==> src/rtl/gru_act_pkg.sv <==
package gru_act_pkg;
  localparam int Q_W    = 16;
  localparam int Q_FRAC = 8;
  localparam int W_W    = 48;

  typedef logic signed [Q_W-1:0] q_t;
  typedef logic signed [W_W-1:0] wide_t;

  localparam wide_t Q_ONE  = wide_t'(2 ** Q_FRAC);
  localparam wide_t Q_HALF = wide_t'(2 ** (Q_FRAC - 1));
  localparam wide_t Q_MAX  = wide_t'(2 ** (Q_W - 1) - 1);
  localparam wide_t Q_MIN  = -wide_t'(2 ** (Q_W - 1));

  function automatic q_t sat_q(wide_t v);
    if (v > Q_MAX) return q_t'(Q_MAX);
    if (v < Q_MIN) return q_t'(Q_MIN);
    return q_t'(v);
  endfunction

  // Q8.8 product, round half up
  function automatic wide_t mul_rnd(wide_t a, wide_t b);
    wide_t p;
    p = a * b;
    return (p + Q_HALF) >>> Q_FRAC;
  endfunction
endpackage

==> src/rtl/gru_rescale.sv <==
module gru_rescale
  import gru_act_pkg::*;
#(
  parameter int ACC_W    = 32,
  parameter int ACC_FRAC = 16
) (
  input  logic signed [ACC_W-1:0] acc_i,
  output q_t                      q_o
);
  localparam int SH = ACC_FRAC - Q_FRAC;

  wide_t acc_w;
  assign acc_w = wide_t'(acc_i);

  generate
    if (SH > 0) begin : g_shift
      localparam wide_t RND = wide_t'(2 ** (SH - 1));
      assign q_o = sat_q((acc_w + RND) >>> SH);
    end else begin : g_pass
      assign q_o = sat_q(acc_w);
    end
  endgenerate
endmodule

==> src/rtl/gru_pwl_act.sv <==
module gru_pwl_act
  import gru_act_pkg::*;
#(
  parameter bit IS_TANH = 1'b0
) (
  input  q_t x_i,
  output q_t y_o
);
  localparam wide_t BP_SAT  = 5 * Q_ONE;
  localparam wide_t BP_MID  = (19 * Q_ONE) / 8;
  localparam wide_t BP_LO   = Q_ONE;
  localparam wide_t OFS_HI  = (27 * Q_ONE) / 32;
  localparam wide_t OFS_MID = (5 * Q_ONE) / 8;
  localparam wide_t OFS_LO  = Q_ONE / 2;

  wide_t xs, mag, f, s;

  generate
    if (IS_TANH) begin : g_tanh_in
      assign xs = wide_t'(sat_q(wide_t'(x_i) * 2));
    end else begin : g_sig_in
      assign xs = wide_t'(x_i);
    end
  endgenerate

  always_comb begin
    mag = (xs < 0) ? -xs : xs;
    if (mag >= BP_SAT)      f = Q_ONE;
    else if (mag >= BP_MID) f = (mag >>> 5) + OFS_HI;
    else if (mag >= BP_LO)  f = (mag >>> 3) + OFS_MID;
    else                    f = (mag >>> 2) + OFS_LO;
    s = (xs < 0) ? (Q_ONE - f) : f;
  end

  generate
    if (IS_TANH) begin : g_tanh_out
      assign y_o = q_t'(2 * s - Q_ONE);
    end else begin : g_sig_out
      assign y_o = q_t'(s);
    end
  endgenerate
endmodule

==> src/rtl/gru_hidden_rf.sv <==
module gru_hidden_rf
  import gru_act_pkg::*;
#(
  parameter int N_UNITS = 16,
  parameter int IDX_W   = 4
) (
  input  logic             clk_i,
  input  logic             rst_ni,
  input  logic             we_i,
  input  logic [IDX_W-1:0] waddr_i,
  input  q_t               wdata_i,
  input  logic [IDX_W-1:0] raddr_i,
  output q_t               rdata_o
);
  q_t mem [N_UNITS];

  always_ff @(posedge clk_i or negedge rst_ni) begin
    if (!rst_ni) begin
      for (int i = 0; i < N_UNITS; i++) mem[i] <= '0;
    end else if (we_i) begin
      mem[waddr_i] <= wdata_i;
    end
  end

  assign rdata_o = mem[raddr_i];
endmodule

==> src/rtl/gru_out_packer.sv <==
module gru_out_packer
  import gru_act_pkg::*;
#(
  parameter int LANES = 4
) (
  input  logic               clk_i,
  input  logic               rst_ni,
  input  logic               valid_i,
  input  logic               last_i,
  input  q_t                 data_i,
  output logic               valid_o,
  output logic               last_o,
  output logic [LANES*Q_W-1:0] data_o
);
  localparam int CNT_W = (LANES > 1) ? $clog2(LANES) : 1;

  q_t               lanes_q [LANES];
  q_t               lanes_n [LANES];
  logic [CNT_W-1:0] cnt_q;
  logic             close_beat;
  logic [LANES*Q_W-1:0] packed_n;

  always_comb begin
    for (int i = 0; i < LANES; i++) begin
      lanes_n[i] = (CNT_W'(i) == cnt_q) ? data_i : lanes_q[i];
      packed_n[i*Q_W +: Q_W] = lanes_n[i];
    end
    close_beat = last_i || (cnt_q == CNT_W'(LANES - 1));
  end

  always_ff @(posedge clk_i or negedge rst_ni) begin
    if (!rst_ni) begin
      for (int i = 0; i < LANES; i++) lanes_q[i] <= '0;
      cnt_q   <= '0;
      valid_o <= 1'b0;
      last_o  <= 1'b0;
      data_o  <= '0;
    end else begin
      valid_o <= 1'b0;
      if (valid_i) begin
        if (close_beat) begin
          for (int i = 0; i < LANES; i++) lanes_q[i] <= '0;
          cnt_q   <= '0;
          valid_o <= 1'b1;
          last_o  <= last_i;
          data_o  <= packed_n;
        end else begin
          for (int i = 0; i < LANES; i++) lanes_q[i] <= lanes_n[i];
          cnt_q <= cnt_q + 1'b1;
        end
      end
    end
  end
endmodule

==> src/rtl/gru_act_pipe.sv <==
module gru_act_pipe
  import gru_act_pkg::*;
#(
  parameter int N_UNITS  = 16,
  parameter int ACC_W    = 32,
  parameter int ACC_FRAC = 16,
  parameter int LANES    = 4
) (
  input  logic                   clk_i,
  input  logic                   rst_ni,
  input  logic                   in_valid_i,
  input  logic                   in_last_i,
  input  logic [ACC_W-1:0]       acc_reset_i,
  input  logic [ACC_W-1:0]       acc_update_i,
  input  logic [ACC_W-1:0]       acc_cand_x_i,
  input  logic [ACC_W-1:0]       acc_cand_h_i,
  output logic                   out_valid_o,
  output logic [LANES*Q_W-1:0]   out_data_o,
  output logic                   out_last_o
);
  localparam int IDX_W  = (N_UNITS > 1) ? $clog2(N_UNITS) : 1;
  localparam int N_SUMS = 4;

  // sum order: reset, update, cand_x, cand_h
  logic [ACC_W-1:0] acc_in [N_SUMS];
  q_t               q_in   [N_SUMS];

  assign acc_in[0] = acc_reset_i;
  assign acc_in[1] = acc_update_i;
  assign acc_in[2] = acc_cand_x_i;
  assign acc_in[3] = acc_cand_h_i;

  generate
    for (genvar g = 0; g < N_SUMS; g++) begin : g_rescale
      gru_rescale #(.ACC_W(ACC_W), .ACC_FRAC(ACC_FRAC)) u_rescale (
        .acc_i (acc_in[g]),
        .q_o   (q_in[g])
      );
    end
  endgenerate

  // unit index within the timestep
  logic [IDX_W-1:0] idx_q;
  always_ff @(posedge clk_i or negedge rst_ni) begin
    if (!rst_ni) idx_q <= '0;
    else if (in_valid_i)
      idx_q <= (in_last_i || idx_q == IDX_W'(N_UNITS - 1)) ? '0 : idx_q + 1'b1;
  end

  // stage 0: narrowed sums
  logic v0, l0;
  logic [IDX_W-1:0] idx0;
  q_t r0, u0, cx0, ch0;
  always_ff @(posedge clk_i or negedge rst_ni) begin
    if (!rst_ni) begin
      v0 <= 1'b0; l0 <= 1'b0; idx0 <= '0;
      r0 <= '0; u0 <= '0; cx0 <= '0; ch0 <= '0;
    end else begin
      v0 <= in_valid_i; l0 <= in_last_i; idx0 <= idx_q;
      r0 <= q_in[0]; u0 <= q_in[1]; cx0 <= q_in[2]; ch0 <= q_in[3];
    end
  end

  // stage 1: gates
  q_t gr_c, gu_c;
  gru_pwl_act #(.IS_TANH(1'b0)) u_sig_r (.x_i(r0), .y_o(gr_c));
  gru_pwl_act #(.IS_TANH(1'b0)) u_sig_u (.x_i(u0), .y_o(gu_c));

  logic v1, l1;
  logic [IDX_W-1:0] idx1;
  q_t gr1, gu1, cx1, ch1;
  always_ff @(posedge clk_i or negedge rst_ni) begin
    if (!rst_ni) begin
      v1 <= 1'b0; l1 <= 1'b0; idx1 <= '0;
      gr1 <= '0; gu1 <= '0; cx1 <= '0; ch1 <= '0;
    end else begin
      v1 <= v0; l1 <= l0; idx1 <= idx0;
      gr1 <= gr_c; gu1 <= gu_c; cx1 <= cx0; ch1 <= ch0;
    end
  end

  // stage 2: reset gate scales only the hidden-path sum
  q_t cpre_c;
  assign cpre_c = sat_q(wide_t'(cx1) + mul_rnd(wide_t'(gr1), wide_t'(ch1)));

  logic v2, l2;
  logic [IDX_W-1:0] idx2;
  q_t cpre2, gu2;
  always_ff @(posedge clk_i or negedge rst_ni) begin
    if (!rst_ni) begin
      v2 <= 1'b0; l2 <= 1'b0; idx2 <= '0; cpre2 <= '0; gu2 <= '0;
    end else begin
      v2 <= v1; l2 <= l1; idx2 <= idx1; cpre2 <= cpre_c; gu2 <= gu1;
    end
  end

  // stage 3: candidate
  q_t cand_c;
  gru_pwl_act #(.IS_TANH(1'b1)) u_tanh_c (.x_i(cpre2), .y_o(cand_c));

  logic v3, l3;
  logic [IDX_W-1:0] idx3;
  q_t c3, gu3;
  always_ff @(posedge clk_i or negedge rst_ni) begin
    if (!rst_ni) begin
      v3 <= 1'b0; l3 <= 1'b0; idx3 <= '0; c3 <= '0; gu3 <= '0;
    end else begin
      v3 <= v2; l3 <= l2; idx3 <= idx2; c3 <= cand_c; gu3 <= gu2;
    end
  end

  // stage 4: blend; h_prev read here so back-to-back reuse sees the latest write
  q_t h_prev3, h_next3;
  gru_hidden_rf #(.N_UNITS(N_UNITS), .IDX_W(IDX_W)) u_hidden_rf (
    .clk_i   (clk_i),
    .rst_ni  (rst_ni),
    .we_i    (v3),
    .waddr_i (idx3),
    .wdata_i (h_next3),
    .raddr_i (idx3),
    .rdata_o (h_prev3)
  );

  assign h_next3 = q_t'(wide_t'(h_prev3) +
                        mul_rnd(wide_t'(gu3), wide_t'(c3) - wide_t'(h_prev3)));

  logic v4, l4;
  q_t h4;
  always_ff @(posedge clk_i or negedge rst_ni) begin
    if (!rst_ni) begin
      v4 <= 1'b0; l4 <= 1'b0; h4 <= '0;
    end else begin
      v4 <= v3; l4 <= l3; h4 <= h_next3;
    end
  end

  gru_out_packer #(.LANES(LANES)) u_packer (
    .clk_i   (clk_i),
    .rst_ni  (rst_ni),
    .valid_i (v4),
    .last_i  (l4),
    .data_i  (h4),
    .valid_o (out_valid_o),
    .last_o  (out_last_o),
    .data_o  (out_data_o)
  );
endmodule

==> config.mk <==
export PLATFORM = sky130hd
export DESIGN_NAME = gru_act_pipe
export DESIGN_NICKNAME = d
export VERILOG_FILES = /design/src/rtl/gru_act_pkg.sv /design/src/rtl/gru_rescale.sv /design/src/rtl/gru_pwl_act.sv /design/src/rtl/gru_hidden_rf.sv /design/src/rtl/gru_out_packer.sv /design/src/rtl/gru_act_pipe.sv
export SDC_FILE = /design/constraint.sdc
export NUM_CORES = 2
export LEC_CHECK = 0
export ABC_CLOCK_PERIOD_IN_PS = 27800
export CORE_MARGIN = 2
export CORE_UTILIZATION = 60
export DETAILED_ROUTE_END_ITERATION = 8
export PLACE_DENSITY_LB_ADDON = 0.15
export SYNTH_ARGS = -nofsm -noshare
export SYNTH_HDL_FRONTEND = slang
export SYNTH_SLANG_ARGS = --single-unit
==> constraint.sdc <==
create_clock -name clk_i -period 27.8 [get_ports clk_i]
set_clock_uncertainty 0.2 [all_clocks]
set_input_delay 4.17 -clock clk_i [delete_from_list [all_inputs] [get_ports clk_i]]
set_output_delay 4.17 -clock clk_i [all_outputs]
set_load 0.01 [all_outputs]
==> qor.txt <==
outcome = completed
Finish-stage setup viols = 0
Setup Buffers After CTS = 0
Rows = 103
Initial DRC Count = 2179
clock slew at reported path FFs = 0.06 ns
DR vias = 34066
Die Height = 287.2 µm
Overflow after GRT = 0
Hold Path Class = reg2reg
RD Place Congestion = 0.8806
Post-Syn Area = 48130 µm²
DR pass1 iterations = 5
final net count = 5697
CP Max Fanout = 32
largest net degree at the start of global routing = 143
min Tclk post-route = 13.36 ns
Synth area leaders = dfrtp_1 32%, fa_1 19%, ha_1 6.3%
final setup margin = 14.44 ns
clock latency at the later pin of the worst-skew pair = 0.66 ns
final wirelength = 110.4 mm
total track usage = 0.2801
fraction of layout instances using a drive strength above 1 = 0.08566
vias in the first global route = 35229
Peak Freq = 74.87 MHz
Seq/Total Area, Yosys = 0.3249
Synth Warn # = 0
Final Hold Fails = 0
flops & latches, synth = 625
max FFs per register = 256
nature of the critical path startpoint = flop
number of cell instances on the worst register-to-register path = 44
max incr delay on CP = 0.70 ns
PostCTS Resize Cnt = 0
die area = 82500 µm²
total negative slack = 0 ns
clock sink total = 625
Max Buffers Root-to-Sink = 3
Root Buffer = clkbuf_16
Worst setup EP type = flop
hold-critical path depth = 0
CTS Hold Bufs = 0
Layout area overhead = 10.20%
Worst Path Arrival = 13.63 ns
hpwl dp = 80.74 mm
CTS H-tree depth = 2
max-slew violations = 0
Worst-Margin Slew = 1.271 ns
final critical-path share of the clock period = 0.4804
CTS tree = yes
Netlist cell types = 99
total clock buffers created by CTS = 61
Synth Instances = 4779
CORE AREA = 79260 µm²
# DRC = 0
worst setup path class = reg2reg
die width = 287.2 µm
Area after DPL = 50850 µm²
Avg Inst Size Synth = 10.07 µm²
Worst slew margin = 0.1499
Util after Layout = 0.6693
first-pass GRT wire length = 184.7 mm
cell accounting for the most synthesized area = dfrtp_1
initial core utilization = 0.6073
I/O Buffers = 169
Largest regs = u_hidden_rf.mem: 256 flops, u_packer.data_o: 64 flops, u_packer.lanes_q: 64 flops
Crit-path slowest cell = xnor3_1
worst slack, placed = 14.50 ns
Synth top area share = 0.3249
IO Pins = 198
post-DR vias/cell = 5.709
top_reg_cell synth = dfrtp_1
RSZ-0062 raised after global routing = no
MaxCap Viol Count = 0
worst endpoint required time = 28.08 ns
WL/cell = 18.50 µm
antenna viol nets, final = 0
Most flops, register = u_hidden_rf.mem
Post-synth EDFFs = 0
Syn Nets = 5611
asr flop ratio synth = 1.000
Final Cell Area = 53040 µm²
initial antenna violation count = 1
[cell usage after synthesis, types with 10 or more instances]
cell,instances
inv_1,673
dfrtp_1,625
nand2_1,597
fa_1,459
o21ai_0,380
ha_1,241
and2_1,239
clkbuf_1,187
nor2_1,145
xnor2_1,142
mux2_2,119
a21oi_1,116
xor2_1,88
mux4_2,79
mux2i_1,78
nand3_1,70
a22o_1,47
and3_1,39
nor3_1,36
nor2b_1,35
a21o_1,32
nand2b_1,30
a31oi_1,21
o21a_1,19
nand4_1,18
o31ai_1,17
o21ai_1,12
or2_2,12
buf_1,11
buf_2,10
o211ai_1,10
[area by class of cell]
type | instances | area [µm²]
Inverter | 674 | 2530
Tap cell | 1050 | 1314
Multi-Input combinational cell | 3269 | 29180
Fill cell | 6137 | 26210
Sequential cell | 625 | 15650
Clock buffer | 85 | 1808
Timing Repair Buffer | 234 | 2185
Clock inverter | 28 | 380.4
Antenna cell | 2 | 5.005
[stage by stage]
stage,std cells,hold slack (ns)
5_1_grt,5967,0.1432
4_1_cts,5965,0.1328
3_5_place_dp,5852,0.1347
2_1_floorplan,4779,0.1312
3_3_place_gp,5852,0.1316
6_report,5967,0.1328
[layout by cell type, fill, tap and decap left out, types with 65 or more instances in the layout]
cell	Yosys	layout
xnor2_1	142	139
a21oi_1	116	116
inv_1	673	673
and2_1	239	239
ha_1	241	241
buf_4	2	65
nand3_1	70	70
mux4_2	79	79
nor2_1	145	145
mux2_2	119	119
fa_1	459	459
xor2_1	88	88
dfrtp_1	625	623
clkdlybuf4s50_1	0	168
o21ai_0	380	379
nand2_1	597	597
mux2i_1	78	78
[final timing paths]
| path | startpoint | endpoint | slack [ns] |
|---|---|---|---|
| setup reg to reg | idx3[0]$_DFF_PN0_ | u_hidden_rf.mem[143]$_DFFE_PN0P_ | 14.44 |
| max in group asynchronous | rst_ni | cx1[0]$_DFF_PN0_ | 21.56 |
| hold reg to reg | idx1[0]$_DFF_PN0_ | idx2[0]$_DFF_PN0_ | 0.13 |
| setup / recovery | idx3[0]$_DFF_PN0_ | u_hidden_rf.mem[143]$_DFFE_PN0P_ | 14.44 |
| hold / removal | idx1[0]$_DFF_PN0_ | idx2[0]$_DFF_PN0_ | 0.13 |
| min in group asynchronous | rst_ni | u_packer.data_o[58]$_DFFE_PN0P_ | 3.39 |
[logic make-up after synthesis]
kind of cell    share of synthesized area
compound gates                     0.1003
mux                               0.08102
simple gates                       0.1275
xor+xnor                          0.04312
buf+inv                           0.06959
fa+ha+maj                          0.2535
flops                              0.3249
[worst max-delay path: cells and delay by family, from the launching register on]
kind                       cells  cell delay, ns
AOI/OAI and AO/OA             13            3.44
xor gates and xnor gates       4            1.22
adders and majority gates      9            3.94
buffers and inverters          8            1.18
DFF                            1            0.66
muxes                          3            1.61
and+or+nand+nor                7            0.86
[layer usage]
| layer | global-route usage | up-vias | routed length, µm |
|---|---|---|---|
| met5 | 0 | - | 0 |
| met4 | 0.07396 | 0 | 2819 |
| met3 | 0.03508 | 199 | 5409 |
| met2 | 0.4739 | 884 | 54660 |
| met1 | 0.3854 | 17212 | 47510 |
| li1 | - | 15771 | - |
Power is not shown: default switching activity piles up to over one toggle a cycle in this logic, so the estimate is an artifact.
